File: src/rtl/prp_walker_pkg.sv
package prp_walker_pkg;

    typedef enum logic [2:0] {
        ST_IDLE = 3'd0,
        ST_SEG  = 3'd1,
        ST_REQ  = 3'd2,
        ST_WAIT = 3'd3,
        ST_DONE = 3'd4,
        ST_FAIL = 3'd5
    } wstate_e;

    typedef enum logic [1:0] {
        MD_FIRST  = 2'd0,
        MD_DIRECT = 2'd1,
        MD_LIST   = 2'd2
    } wmode_e;

endpackage

File: src/rtl/prp_geom.sv
// Page geometry derived from the run-time page exponent.
module prp_geom #(
    parameter int ADDR_W     = 64,
    parameter int MPS_W      = 4,
    parameter int BASE_SHIFT = 12
) (
    input  logic [MPS_W-1:0]  mps,
    output logic [ADDR_W-1:0] page_size,
    output logic [ADDR_W-1:0] off_mask,
    output logic [ADDR_W-1:0] slot_last
);
    localparam logic [ADDR_W-1:0] ONE = {{(ADDR_W-1){1'b0}}, 1'b1};

    always_comb begin
        page_size = ONE << (BASE_SHIFT + int'(mps));
        off_mask  = page_size - ONE;
        slot_last = (page_size >> 3) - ONE;
    end
endmodule

File: src/rtl/prp_ptr_ok.sv
// A pointer is usable when it is nonzero and sits on a page boundary.
module prp_ptr_ok #(
    parameter int ADDR_W = 64
) (
    input  logic [ADDR_W-1:0] ptr,
    input  logic [ADDR_W-1:0] off_mask,
    output logic              ok
);
    always_comb ok = (ptr != '0) && ((ptr & off_mask) == '0);
endmodule

File: src/rtl/prp_walker.sv
module prp_walker
    import prp_walker_pkg::*;
#(
    parameter int ADDR_W     = 64,
    parameter int LEN_W      = 32,
    parameter int MPS_W      = 4,
    parameter int BASE_SHIFT = 12
) (
    input  logic              clk,
    input  logic              rst_n,
    input  logic              start,
    input  logic [MPS_W-1:0]  mps,
    input  logic [LEN_W-1:0]  xfer_len,
    input  logic [ADDR_W-1:0] ptr_first,
    input  logic [ADDR_W-1:0] ptr_second,
    output logic              busy,
    output logic              seg_valid,
    input  logic              seg_ready,
    output logic [ADDR_W-1:0] seg_addr,
    output logic [LEN_W-1:0]  seg_len,
    output logic              rd_req_valid,
    input  logic              rd_req_ready,
    output logic [ADDR_W-1:0] rd_req_addr,
    input  logic              rd_rsp_valid,
    input  logic [63:0]       rd_rsp_data,
    output logic              done,
    output logic              fail,
    output logic              fail_dnr
);
    localparam int IDX_W = LEN_W;

    typedef struct packed {
        wstate_e            state;
        wmode_e             mode;
        logic [MPS_W-1:0]   mps;
        logic [LEN_W-1:0]   remain;
        logic [ADDR_W-1:0]  ptr2;
        logic [ADDR_W-1:0]  list_addr;
        logic [IDX_W-1:0]   idx;
        logic [ADDR_W-1:0]  seg_addr;
        logic [LEN_W-1:0]   seg_len;
    } walk_t;

    walk_t r_q, r_d;

    // geometry: live input while idle, latched value during a walk
    logic [MPS_W-1:0]  geom_mps;
    logic [ADDR_W-1:0] page_size, off_mask, slot_last;

    assign geom_mps = (r_q.state == ST_IDLE) ? mps : r_q.mps;

    prp_geom #(
        .ADDR_W(ADDR_W), .MPS_W(MPS_W), .BASE_SHIFT(BASE_SHIFT)
    ) u_geom (
        .mps(geom_mps), .page_size(page_size),
        .off_mask(off_mask), .slot_last(slot_last)
    );

    logic p2_ok, ent_ok;

    prp_ptr_ok #(.ADDR_W(ADDR_W)) u_chk_p2 (
        .ptr(r_q.ptr2), .off_mask(off_mask), .ok(p2_ok)
    );

    prp_ptr_ok #(.ADDR_W(ADDR_W)) u_chk_ent (
        .ptr(ADDR_W'(rd_rsp_data)), .off_mask(off_mask), .ok(ent_ok)
    );

    // arithmetic helpers
    logic [ADDR_W-1:0] room_first;
    logic [LEN_W-1:0]  first_len;
    logic [LEN_W-1:0]  rem_after;
    logic [ADDR_W-1:0] rem_after_w, rem_w;
    logic [LEN_W-1:0]  page_chunk;

    always_comb begin
        room_first  = page_size - (ptr_first & off_mask);
        first_len   = (ADDR_W'(xfer_len) < room_first) ? xfer_len : LEN_W'(room_first);
        rem_after   = r_q.remain - r_q.seg_len;
        rem_after_w = ADDR_W'(rem_after);
        rem_w       = ADDR_W'(r_q.remain);
        page_chunk  = (rem_w > page_size) ? LEN_W'(page_size) : r_q.remain;
    end

    always_comb begin
        r_d = r_q;
        unique case (r_q.state)
            ST_IDLE: begin
                if (start) begin
                    r_d.mps    = mps;
                    r_d.remain = xfer_len;
                    r_d.ptr2   = ptr_second;
                    r_d.mode   = MD_FIRST;
                    r_d.idx    = '0;
                    if (ptr_first == '0) begin
                        r_d.state = ST_FAIL;
                    end else if (xfer_len == '0) begin
                        r_d.state = ST_DONE;
                    end else begin
                        r_d.seg_addr = ptr_first;
                        r_d.seg_len  = first_len;
                        r_d.state    = ST_SEG;
                    end
                end
            end
            ST_SEG: begin
                if (seg_ready) begin
                    r_d.remain = rem_after;
                    if (rem_after == '0) begin
                        r_d.state = ST_DONE;
                    end else if (r_q.mode == MD_FIRST) begin
                        if (r_q.ptr2 == '0) begin
                            r_d.state = ST_FAIL;
                        end else if (rem_after_w <= page_size) begin
                            if (!p2_ok) begin
                                r_d.state = ST_FAIL;
                            end else begin
                                r_d.seg_addr = r_q.ptr2;
                                r_d.seg_len  = rem_after;
                                r_d.mode     = MD_DIRECT;
                            end
                        end else begin
                            r_d.list_addr = r_q.ptr2;
                            r_d.idx       = '0;
                            r_d.mode      = MD_LIST;
                            r_d.state     = ST_REQ;
                        end
                    end else begin
                        r_d.idx   = r_q.idx + 1'b1;
                        r_d.state = ST_REQ;
                    end
                end
            end
            ST_REQ: begin
                if (rd_req_ready) r_d.state = ST_WAIT;
            end
            ST_WAIT: begin
                if (rd_rsp_valid) begin
                    if (!ent_ok) begin
                        r_d.state = ST_FAIL;
                    end else if ((ADDR_W'(r_q.idx) == slot_last) && (rem_w > page_size)) begin
                        r_d.list_addr = ADDR_W'(rd_rsp_data);
                        r_d.idx       = '0;
                        r_d.state     = ST_REQ;
                    end else begin
                        r_d.seg_addr = ADDR_W'(rd_rsp_data);
                        r_d.seg_len  = page_chunk;
                        r_d.state    = ST_SEG;
                    end
                end
            end
            ST_DONE, ST_FAIL: r_d.state = ST_IDLE;
            default:          r_d.state = ST_IDLE;
        endcase
    end

    always_ff @(posedge clk or negedge rst_n) begin
        if (!rst_n) r_q <= '0;
        else        r_q <= r_d;
    end

    assign busy         = (r_q.state != ST_IDLE);
    assign seg_valid    = (r_q.state == ST_SEG);
    assign seg_addr     = r_q.seg_addr;
    assign seg_len      = r_q.seg_len;
    assign rd_req_valid = (r_q.state == ST_REQ);
    assign rd_req_addr  = r_q.list_addr + ADDR_W'({r_q.idx, 3'b000});
    assign done         = (r_q.state == ST_DONE) || (r_q.state == ST_FAIL);
    assign fail         = (r_q.state == ST_FAIL);
    assign fail_dnr     = (r_q.state == ST_FAIL);

endmodule

File: config.mk
export PLATFORM = sky130hd
export DESIGN_NAME = prp_walker
export DESIGN_NICKNAME = d
export VERILOG_FILES = /design/src/rtl/prp_walker_pkg.sv /design/src/rtl/prp_geom.sv /design/src/rtl/prp_ptr_ok.sv /design/src/rtl/prp_walker.sv
export SDC_FILE = /design/constraint.sdc
export NUM_CORES = 1
export LEC_CHECK = 0
export ABC_AREA = 1
export CAP_MARGIN = 20
export CORE_AREA = 2 2 235 353
export CTS_CLUSTER_DIAMETER = 120
export CTS_CLUSTER_SIZE = 30
export DETAILED_ROUTE_END_ITERATION = 6
export DIE_AREA = 0 0 237 355
export PLACE_DENSITY = 0.61
export SLEW_MARGIN = 20
export SYNTH_ARGS = -nofsm -noshare
export SYNTH_HDL_FRONTEND = slang
export SYNTH_SLANG_ARGS = --single-unit
File: constraint.sdc
create_clock -name clk -period 10.6 [get_ports clk]
set_input_delay 1.06 -clock clk [delete_from_list [all_inputs] [get_ports clk]]
set_output_delay 1.06 -clock clk [all_outputs]
set_load 0.05 [all_outputs]
# Word-level counts from Yosys, hierarchy flattened
# Index checks and enable logic that the tools add are counted.
dict set report word_totals {
  ff_bits 297
  wordCells 115
  out_inout_bits 166
  in_bits 234
}
dict set report classes {
  shift 1
  add_sub_neg 7
  n_bitwise 3
  eq_ne 25
  reduce_logical 25
  mux 42
  magnitude_cmp 3
}
# cell count
set ops {}
lappend ops {{two-way mux 192 bit} 5}
lappend ops {{two-way mux 96 bit} 8}
lappend ops {{case mux 128 bit (3 select lines)} 1}
lappend ops {{logical NOT 64 bit} 4}
lappend ops {{AND 64 bit} 3}
lappend ops {{two-way mux 128 bit} 1}
lappend ops {{two-way mux 32 bit} 4}
lappend ops {{case mux 64 bit (2 select lines)} 1}
lappend ops {{nonzero test 64 bit} 2}
lappend ops {{two-way mux 105 bit} 1}
lappend ops {{adder 64 x 35 -> 64 bit} 1}
lappend ops {{== test 32 x 64 -> 1 bit} 1}
lappend ops {{greater-than comparator 32 x 64 -> 1 bit} 1}
lappend ops {{less-or-equal comparator 32 x 64 -> 1 bit} 1}
lappend ops {{logical NOT 32 bit} 2}
lappend ops {{< comparator 32 x 64 -> 1 bit} 1}
lappend ops {{two-way mux 64 bit} 1}
lappend ops {{case mux 32 bit (2 select lines)} 1}
lappend ops {{left shift 1 x 32 -> 64 bit, first input constant} 1}
lappend ops {{subtractor 64 x 1 -> 64 bit, second input constant} 1}
lappend ops {{subtractor 64 bit} 1}
lappend ops {{subtractor 61 x 1 -> 62 bit, second input constant} 1}
lappend ops {{adder 32 x 1 -> 32 bit, second input constant} 1}
lappend ops {{subtractor 32 bit} 1}
lappend ops {{other kinds (26)} 61}

# Logic depth before layout (Yosys ltp)
# Gate-level depths: netlist (run 1).
dict set report logic_depth {
  ltp_word 15
  ltp_mapped 43
  ltp_nobuf 41
}

# By module
# A second synthesis (run 1) with hierarchy kept.
dict set report unflattened {
  cells_unflattened 5846
  hier_area_um2 34692.0
}
# mod cells_per_inst seq_area_each_um2 instances area_per_inst_um2
set by_module_without_submodules {}
lappend by_module_without_submodules {prp_walker 5097 7432.1 1 31118.6}
lappend by_module_without_submodules {prp_geom 415 0.0 1 2229.6}
lappend by_module_without_submodules {prp_ptr_ok 167 0.0 2 671.9}

# Worst setup path before layout (run 1)
# Ideal clock, no wire load.
dict set report synth_path {
  path_kind {input -> register}
  start {input mps[3]}
  end {register r_q (netlist bit seg_len[7])}
  path_buffers 3
  required_ns 10.483
  setup_ns 0.117
  arrival_ns 6.163
  stages 33
  setup_slack_ns 4.321
  path_cell_list {o21ai_1 > inv_1 > ha_1 > buf_2 > buf_2 > nand4_1 > ha_1 > nand2_1 > nor2_4 > nand2_4 > nor2_1 > xor2_1 > nand2_1 > ha_1 > a21oi_1 > o21ai_0 > a21oi_1 > nand2_1 > nand2_1 > nand2_1 > xor2_1 > ha_1 > a21oi_1 > nor2_1 > a211oi_1 > o21ai_0 > nand3_1 > nand4_1 > clkbuf_1 > nand4_1 > nand3_1 > nand2_1 > nand2_1}
}
dict set report synth_via {
  elab_chain_cells 12
  word_cells_on_any_way 32
  classes_between {add/sub (4); order compare (3); eq/ne (5); shift (1); mux (10); bitwise (3); reduce/logical (6)}
}
# element line_no
set synth_lines {}
lappend synth_lines {{start: declaration} prp_walker.sv:12} ;# input logic [MPS_W-1:0] mps,
lappend synth_lines {{two-way mux 4 bit *} prp_walker.sv:50} ;# assign geom_mps = (r_q.state == ST_IDLE) ? mps : r_q.mps;
lappend synth_lines {{adder 4 x 4 -> 5 bit *} prp_geom.sv:15} ;# page_size = ONE << (BASE_SHIFT + int'(mps));
lappend synth_lines {{left shift 1 x 32 -> 64 bit *} prp_geom.sv:15}
lappend synth_lines {{subtractor 64 x 1 -> 64 bit} prp_geom.sv:16} ;# off_mask = page_size - ONE;
lappend synth_lines {{AND 64 bit} prp_walker.sv:77} ;# room_first = page_size - (ptr_first & off_mask);
lappend synth_lines {{subtractor 64 bit} prp_walker.sv:77}
lappend synth_lines {{< comparator 32 x 64 -> 1 bit} prp_walker.sv:78} ;# first_len = (ADDR_W'(xfer_len) < room_first) ? xfer_len : LEN_W'(room_first);
lappend synth_lines {{two-way mux 32 bit} prp_walker.sv:78}
lappend synth_lines {{two-way mux 96 bit} prp_walker.sv:97} ;# end else if (xfer_len == '0) begin
lappend synth_lines {{two-way mux 96 bit} prp_walker.sv:95} ;# if (ptr_first == '0) begin
lappend synth_lines {{two-way mux 128 bit} prp_walker.sv:89} ;# if (start) begin
lappend synth_lines {{case mux 128 bit (3 select lines)} prp_walker.sv:87} ;# unique case (r_q.state)
lappend synth_lines {{end signal: assignment} prp_walker.sv:159} ;# else r_q <= r_d;
lappend synth_lines {{end: declaration} prp_walker.sv:44} ;# walk_t r_q, r_d;
# Every way passes the cells marked *; elsewhere a longest branch is shown, timed or not. The select of a mux whose other input is x is not followed.
# A chain may end at the register's enable or synchronous reset.

# Worst setup path in the final report (run 1)
dict set report layout_path {
  start {register r_q[295] (netlist bit)}
  end {register r_q (netlist bit seg_len[1])}
}
dict set report layout_via {
  elab_chain_cells 13
  word_cells_on_any_way 44
  classes_between {add/sub (4); order compare (3); eq/ne (15); shift (1); mux (10); bitwise (3); reduce/logical (8)}
}
# element line_no
set layout_lines {}
lappend layout_lines {{logical NOT 3 bit} {prp_walker.sv:50, prp_walker.sv:87}}
lappend layout_lines {{two-way mux 4 bit} prp_walker.sv:50}
lappend layout_lines {{adder 4 x 4 -> 5 bit} prp_geom.sv:15}
lappend layout_lines {{left shift 1 x 32 -> 64 bit} prp_geom.sv:15}
lappend layout_lines {{subtractor 64 x 1 -> 64 bit} prp_geom.sv:16}
lappend layout_lines {{AND 64 bit} prp_walker.sv:77}
lappend layout_lines {{subtractor 64 bit} prp_walker.sv:77}
lappend layout_lines {{< comparator 32 x 64 -> 1 bit} prp_walker.sv:78}
lappend layout_lines {{two-way mux 32 bit} prp_walker.sv:78}
lappend layout_lines {{two-way mux 96 bit} prp_walker.sv:97}
lappend layout_lines {{two-way mux 96 bit} prp_walker.sv:95}
lappend layout_lines {{two-way mux 128 bit} prp_walker.sv:89}
lappend layout_lines {{case mux 128 bit (3 select lines)} prp_walker.sv:87}
# Parallel ways exist; a longest one is shown, timed or not. The select of a mux whose other input is x is not followed.

==> impl_metrics.csv, run 1 <==
group,metric,value,unit
synthesis,synthArstFlopShare,1.00,
grt,antenna_found_initial,9,
final_layout,regArea,7430,µm²
timing,fin_hold_ws,0.444,ns
setup_path,slowest_stage,"dfrtp_1",
route,drt_iter0_markers,3348,
setup_path,cp_data_arrival_time,8.57,ns
clock_network,cts-resized-gates,0,
clock_network,clk_path_buf_depth,3,
synthesis,yosys_warnings,0,
route,wirelength,141000,µm
final_layout,nets,4893,
final_layout,drive_above_1_share,0.0406,
grt,grt_usage,0.326,
setup_path,critPathRequiredTime,11.03,ns
setup_path,rrSetupSlack,2.45,ns
die,dieArea,84100,µm²
grt,grt_first_pass_wirelength,203000,µm
route,ant_nets,0,
clock_network,cts_sinks,297,
route,vias_per_cell,5.62,
die,start_util,0.348,
synthesis,synth.cell_area,28100,µm²
synthesis,synth_seq_area_share,0.264,
timing,fmax,0.123,GHz
timing,post-route-min-period,8.15,ns
timing,worstMarginPinSlew,1.25,ns
route,drt-pass1-iter-count,7,
grt,grt_max_degree,162,
clock_network,h-tree-depth,1,
synthesis,yosysUniqueCellTypes,59,
timing,fin_tns_setup,0,ns
clock_network,cts_buffers,14,
synthesis,yosysTopAreaCellShare,0.264,
setup_path,worst-path-max-fanout,32,
synthesis,synth_top_cell_by_area,"dfrtp_1",
place,dp_hpwl,117000,µm
timing,maxSlewViolCount,0,
setup_path,reg2reg_depth,38,
final_layout,syn2layout_area_growth,16.8,%
synthesis,synth-seq-cells,297,
place,globalplace.congestion,1.03,
clock_network,clk_latency,0.59,ns
final_layout,finish.utilization,0.406,
setup_path,slowest_delay,0.58,ns
synthesis,syn_nets,4678,
synthesis,synth_edf_count,0,
die,die_h,355,µm
die,rows,128,
setup_path,cp-start-kind,"flop",
timing,rsz0062_at_grt,"no",
clock_network,path_clk_slew,0.15,ns
flow_run,maxCapViolations,0,
synthesis,synth_top_flop_cell,"dfrtp_1",
final_layout,multi_input_area,17300,µm²
setup_path,rr_startpoint,"r_q[295]$_DFFE_PN0P_",
timing,skew,0.0531,ns
timing,period_share,0.768,
route,vias,31100,
grt,grt_pass1_vias,30300,
clock_network,postCtsSetupRepairBufs,0,
place,port_buffers,399,
synthesis,synthCells,4266,
timing,relSlewSlack,0.161,
status,outcome,"finished with violations",
clock_network,hold_buffers,0,
final_layout,num-fill-cells,8740,
synthesis,synthTopCellsByArea,"dfrtp_1 26%, nand2_1 13%, ha_1 7.8%",
setup_path,rr_endpoint,"seg_len[1]$_DFFE_PN0P_",
clock_network,root_buffer,"clkbuf_16",
synthesis,synth_area_per_cell,6.59,µm²
route,drc,1,
setup_path,cp-startpoint,"r_q[295]$_DFFE_PN0P_",
timing,hold_violations,0,
status,failed_checks,"design-rule violations",
die,chipWidth,237,µm
die,ios,400,
clock_network,cts_tree,"built",
grt,globalRouteOverflowTotal,0,
setup_path,crit_top_cell,"nand2_1",
die,core_area,80900,µm²
setup_path,crit_type,"flop to flop",
timing,setup_viol,0,
setup_path,endpoint_kind,"flop",
route,wl_per_cell,25.4,µm
min_path,min-delay-path-class,"input port to asynchronous set/reset pin",
-- placed cells by master, fill, tap and decap left out, types with 9 or more instances in the layout --
cell type,netlist,routed
o211ai_1,15,15
clkbuf_16,0,15
inv_2,15,15
nor4_1,61,61
a211oi_1,14,14
nand2_1,1005,1005
nor2_2,12,13
o21ai_1,153,153
xor2_1,101,101
nor3_1,95,95
nand3b_1,14,14
nand3_2,12,12
nand2_2,23,23
nand4_1,116,116
ha_1,176,176
o21ai_0,349,348
o21a_1,9,9
nor2_4,13,16
a21oi_1,264,264
dfrtp_1,297,297
nand3_1,219,218
a31oi_1,42,42
clkdlybuf4s50_1,0,398
diode_2,0,10
buf_4,108,39
nor2_1,363,359
or2_2,12,12
inv_1,496,495
o22ai_1,14,14
xnor2_1,37,37
-- worst max-delay path, delay by kind of cell (launching register included) --
kind | cells | cell delay, ns
compound gates | 5 | 0.55
xor+xnor | 1 | 0.27
fa+ha+maj | 4 | 1.59
buf+inv | 7 | 1.04
flops | 1 | 0.58
simple gates | 21 | 3.92
-- logic make-up (layout without fill, tap and decap cells) --
| group | after synthesis | after routing | synth area share |
|---|---|---|---|
| AO/OA/AOI/OAI | 912 | 912 | 0.174 |
| XOR/XNOR | 138 | 138 | 0.0430 |
| adder cells (fa/ha/maj) | 178 | 178 | 0.0798 |
| buffers and inverters | 756 | 973 | 0.120 |
| flip-flops | 297 | 297 | 0.264 |
| other | 0 | 10 | 0 |
| AND/OR/NAND/NOR | 1985 | 1985 | 0.318 |
-- how the worst max path moves through the flow --
| stage | slack [ns] | cells past startpoint | to |
|---|---|---|---|
| 2_1_floorplan | 4.32 | 33 | seg_len[7]$_DFFE_PN0P_ |
| 3_3_place_gp | 2.05 | 26 | r_q[99]$_DFFE_PN0P_ |
| 3_5_place_dp | 2.10 | 26 | r_q[107]$_DFFE_PN0P_ |
| 4_1_cts | 2.55 | 27 | r_q[107]$_DFFE_PN0P_ |
| 5_1_grt | 1.95 | 27 | r_q[112]$_DFFE_PN0P_ |
| 6_report | 2.45 | 38 | seg_len[1]$_DFFE_PN0P_ |
-- through the flow --
| step | setup WS, ns | area [µm²] | instances |
|---|---|---|---|
| 4_1_cts | 2.55 | 32800 | 5523 |
| 5_1_grt | 1.95 | 32800 | 5530 |
| 3_5_place_dp | 2.10 | 32400 | 5505 |
| 3_3_place_gp | 2.05 | 32400 | 5505 |
| 2_1_floorplan | 4.32 | 28100 | 4266 |
| 6_report | 2.45 | 32800 | 5533 |
-- synthesized netlist by cell type (5+ instances only) --
cell / count
o21a_1: 9
o21ai_1: 153
nand3_1: 219
a21oi_1: 264
clkbuf_1: 86
nor2_1: 363
o2111ai_1: 8
a22oi_1: 5
o211ai_1: 15
o22ai_1: 14
nand2_4: 8
a21o_1: 6
nand4_1: 116
o21ai_0: 349
a211oi_1: 14
ha_1: 176
inv_1: 496
nor3b_1: 6
inv_2: 15
nor2_2: 12
nor4_1: 61
a31oi_1: 42
xnor2_1: 37
nand3_2: 12
xor2_1: 101
and3_1: 5
nor3_1: 95
nand2_2: 23
o221ai_1: 7
buf_4: 108
nand3b_1: 14
dfrtp_1: 297
or2_2: 12
buf_6: 11
o31ai_1: 6
nor2_4: 13
buf_2: 33
nand2_1: 1005
o21bai_1: 6
-- routing by layer --
metal | global-route usage | part of all wire
met3 | 0.0383 | 0.065
met5 | 0 | 0.000092
met2 | 0.546 | 0.47
met4 | 0.206 | 0.076
met1 | 0.397 | 0.39
-- layout make-up --
class / count / area share
Inverter: 513 / 0.0587
Multi-Input combinational cell: 3213 / 0.528
Clock inverter: 2 / 0.00111
Tap cell: 1040 / 0.0396
Sequential cell: 297 / 0.226
Antenna cell: 10 / 0.000762
Clock buffer: 16 / 0.0119
Timing Repair Buffer: 442 / 0.133
-- flip-flops by register name, summed over array words and instances, names as in the netlist --
register / count
r_q: 201
seg_addr: 64
seg_len: 32
Power of run 1 is not shown: default switching activity piles up to over one toggle a cycle in this logic, so the estimate is an artifact.
==> run 2, diff against run 1 <==
clock period = 7.81 ns   (was 10.6 ns; I/O delays follow)
==> impl_metrics.csv, run 2 (synthesis results as in run 1) <==
group,metric,value,unit
setup_path,worst-path-max-fanout,29,
route,wirelength,140000,µm
setup_path,endpoint_kind,"flop",
grt,antenna_found_initial,15,
place,dp_hpwl,114000,µm
grt,grt_first_pass_wirelength,202000,µm
final_layout,layout_commonest_cell,"nand2_1",
place,port_buffers,399,
setup_path,slowest_delay,0.50,ns
final_layout,nets,4945,
final_layout,syn2layout_area_growth,18.5,%
clock_network,cts_buffers,14,
clock_network,path_clk_slew,0.15,ns
setup_path,crit_type,"flop to flop",
grt,grt_usage,0.324,
timing,maxSlewViolCount,0,
die,start_util,0.348,
clock_network,cts-resized-gates,0,
die,core_area,80900,µm²
timing,post-route-min-period,7.54,ns
final_layout,num-fill-cells,8689,
status,outcome,"complete, no violations",
grt,grt_pass1_vias,30500,
clock_network,clk_latency,0.60,ns
timing,worstMarginPinSlew,1.06,ns
clock_network,hold_buffers,0,
setup_path,critPathBufInv,6,
die,ios,400,
final_layout,regMostFlops,"r_q",
clock_network,postCtsSetupRepairBufs,0,
setup_path,crit_family,"simple AND/OR/NAND/NOR gates",
setup_path,slowest_stage,"ha_1",
route,vias_per_cell,5.63,
route,drt_iter0_markers,3196,
route,drc,0,
final_layout,final_cell_mix,"1,005 x nand2_1, 495 x inv_1, 398 x clkdlybuf4s50_1, 359 x nor2_1, 347 x o21ai_0",
timing,relSlewSlack,0.286,
grt,grt_max_degree,135,
setup_path,rrSetupSlack,0.27,ns
timing,fmax,0.133,GHz
timing,skew,0.0530,ns
timing,hold_violations,0,
route,drt-pass1-iter-count,6,
final_layout,drive_above_1_share,0.0522,
clock_network,clk_path_buf_depth,3,
final_layout,multi_input_area,17400,µm²
setup_path,critPathRequiredTime,8.31,ns
setup_path,cp-start-kind,"flop",
timing,rsz0062_at_grt,"no",
timing,setup_viol,0,
clock_network,root_buffer,"clkbuf_16",
min_path,min-delay-path-class,"input port to asynchronous set/reset pin",
timing,period_share,0.965,
place,globalplace.congestion,1.04,
clock_network,cts_sinks,297,
flow_run,maxCapViolations,0,
clock_network,cts_tree,"built",
setup_path,cp_data_arrival_time,8.03,ns
route,ant_nets,0,
final_layout,regArea,7430,µm²
clock_network,h-tree-depth,1,
die,chipWidth,237,µm
die,rows,128,
grt,globalRouteOverflowTotal,0,
route,vias,31500,
die,die_h,355,µm
timing,fin_tns_setup,0,ns
final_layout,largest_reg_flops,201,
die,dieArea,84100,µm²
route,wl_per_cell,25.1,µm
## run 2: cell count changes in the layout (fill, tap and decap cells not counted), sizes merged
cell	before	now
buf	44	95
clkbuf	16	17
clkinv	3	5
diode	10	8
## run 2: cell type report
type / instances / share of cell area
well taps: 1040 / 0.0391
flip-flops and latches: 297 / 0.223
multi-input cells: 3213 / 0.521
diodes: 8 / 0.000601
clock buffers: 16 / 0.0114
inverters: 513 / 0.0579
repair buffers: 494 / 0.145
clock inverters: 4 / 0.00135
## run 2: routing by layer
| metal | GRT usage | share of wire | wire, µm |
|---|---|---|---|
| met1 | 0.398 | 0.39 | 55200 |
| met2 | 0.543 | 0.47 | 65900 |
| met3 | 0.0382 | 0.068 | 9600 |
| met4 | 0.198 | 0.067 | 9380 |
| met5 | 0 | 0.00025 | 35 |
## run 2: path summary, 6_finish.rpt
check	cells after the start	startpoint	endpoint
max in group asynchronous	2	rst_n	r_q[174]$_DFFE_PN0P_
setup reg to reg	32	r_q[296]$_DFFE_PN0P_	seg_len[2]$_DFFE_PN0P_
setup / recovery	32	r_q[296]$_DFFE_PN0P_	seg_len[2]$_DFFE_PN0P_
hold / removal	1	rst_n	r_q[266]$_DFFE_PN0P_
hold reg to reg	2	r_q[292]$_DFFE_PN0P_	r_q[292]$_DFFE_PN0P_
min in group clk	2	r_q[292]$_DFFE_PN0P_	r_q[292]$_DFFE_PN0P_
## run 2: stage by stage
stage	hold WS, ns	instance area [µm²]	cells	util	worst slack [ns]
after global routing	0.113	33300	5585	0.412	0.0830
after global placement	0.450	32800	5556	0.406	0.344
after CTS	0.107	33300	5576	0.411	0.518
final	0.0811	33300	5585	0.412	0.272
after detailed placement	0.463	32800	5556	0.406	0.421
after floorplan	0.434	28100	4266	-	1.59
Power of run 2 is left out for the same reason.
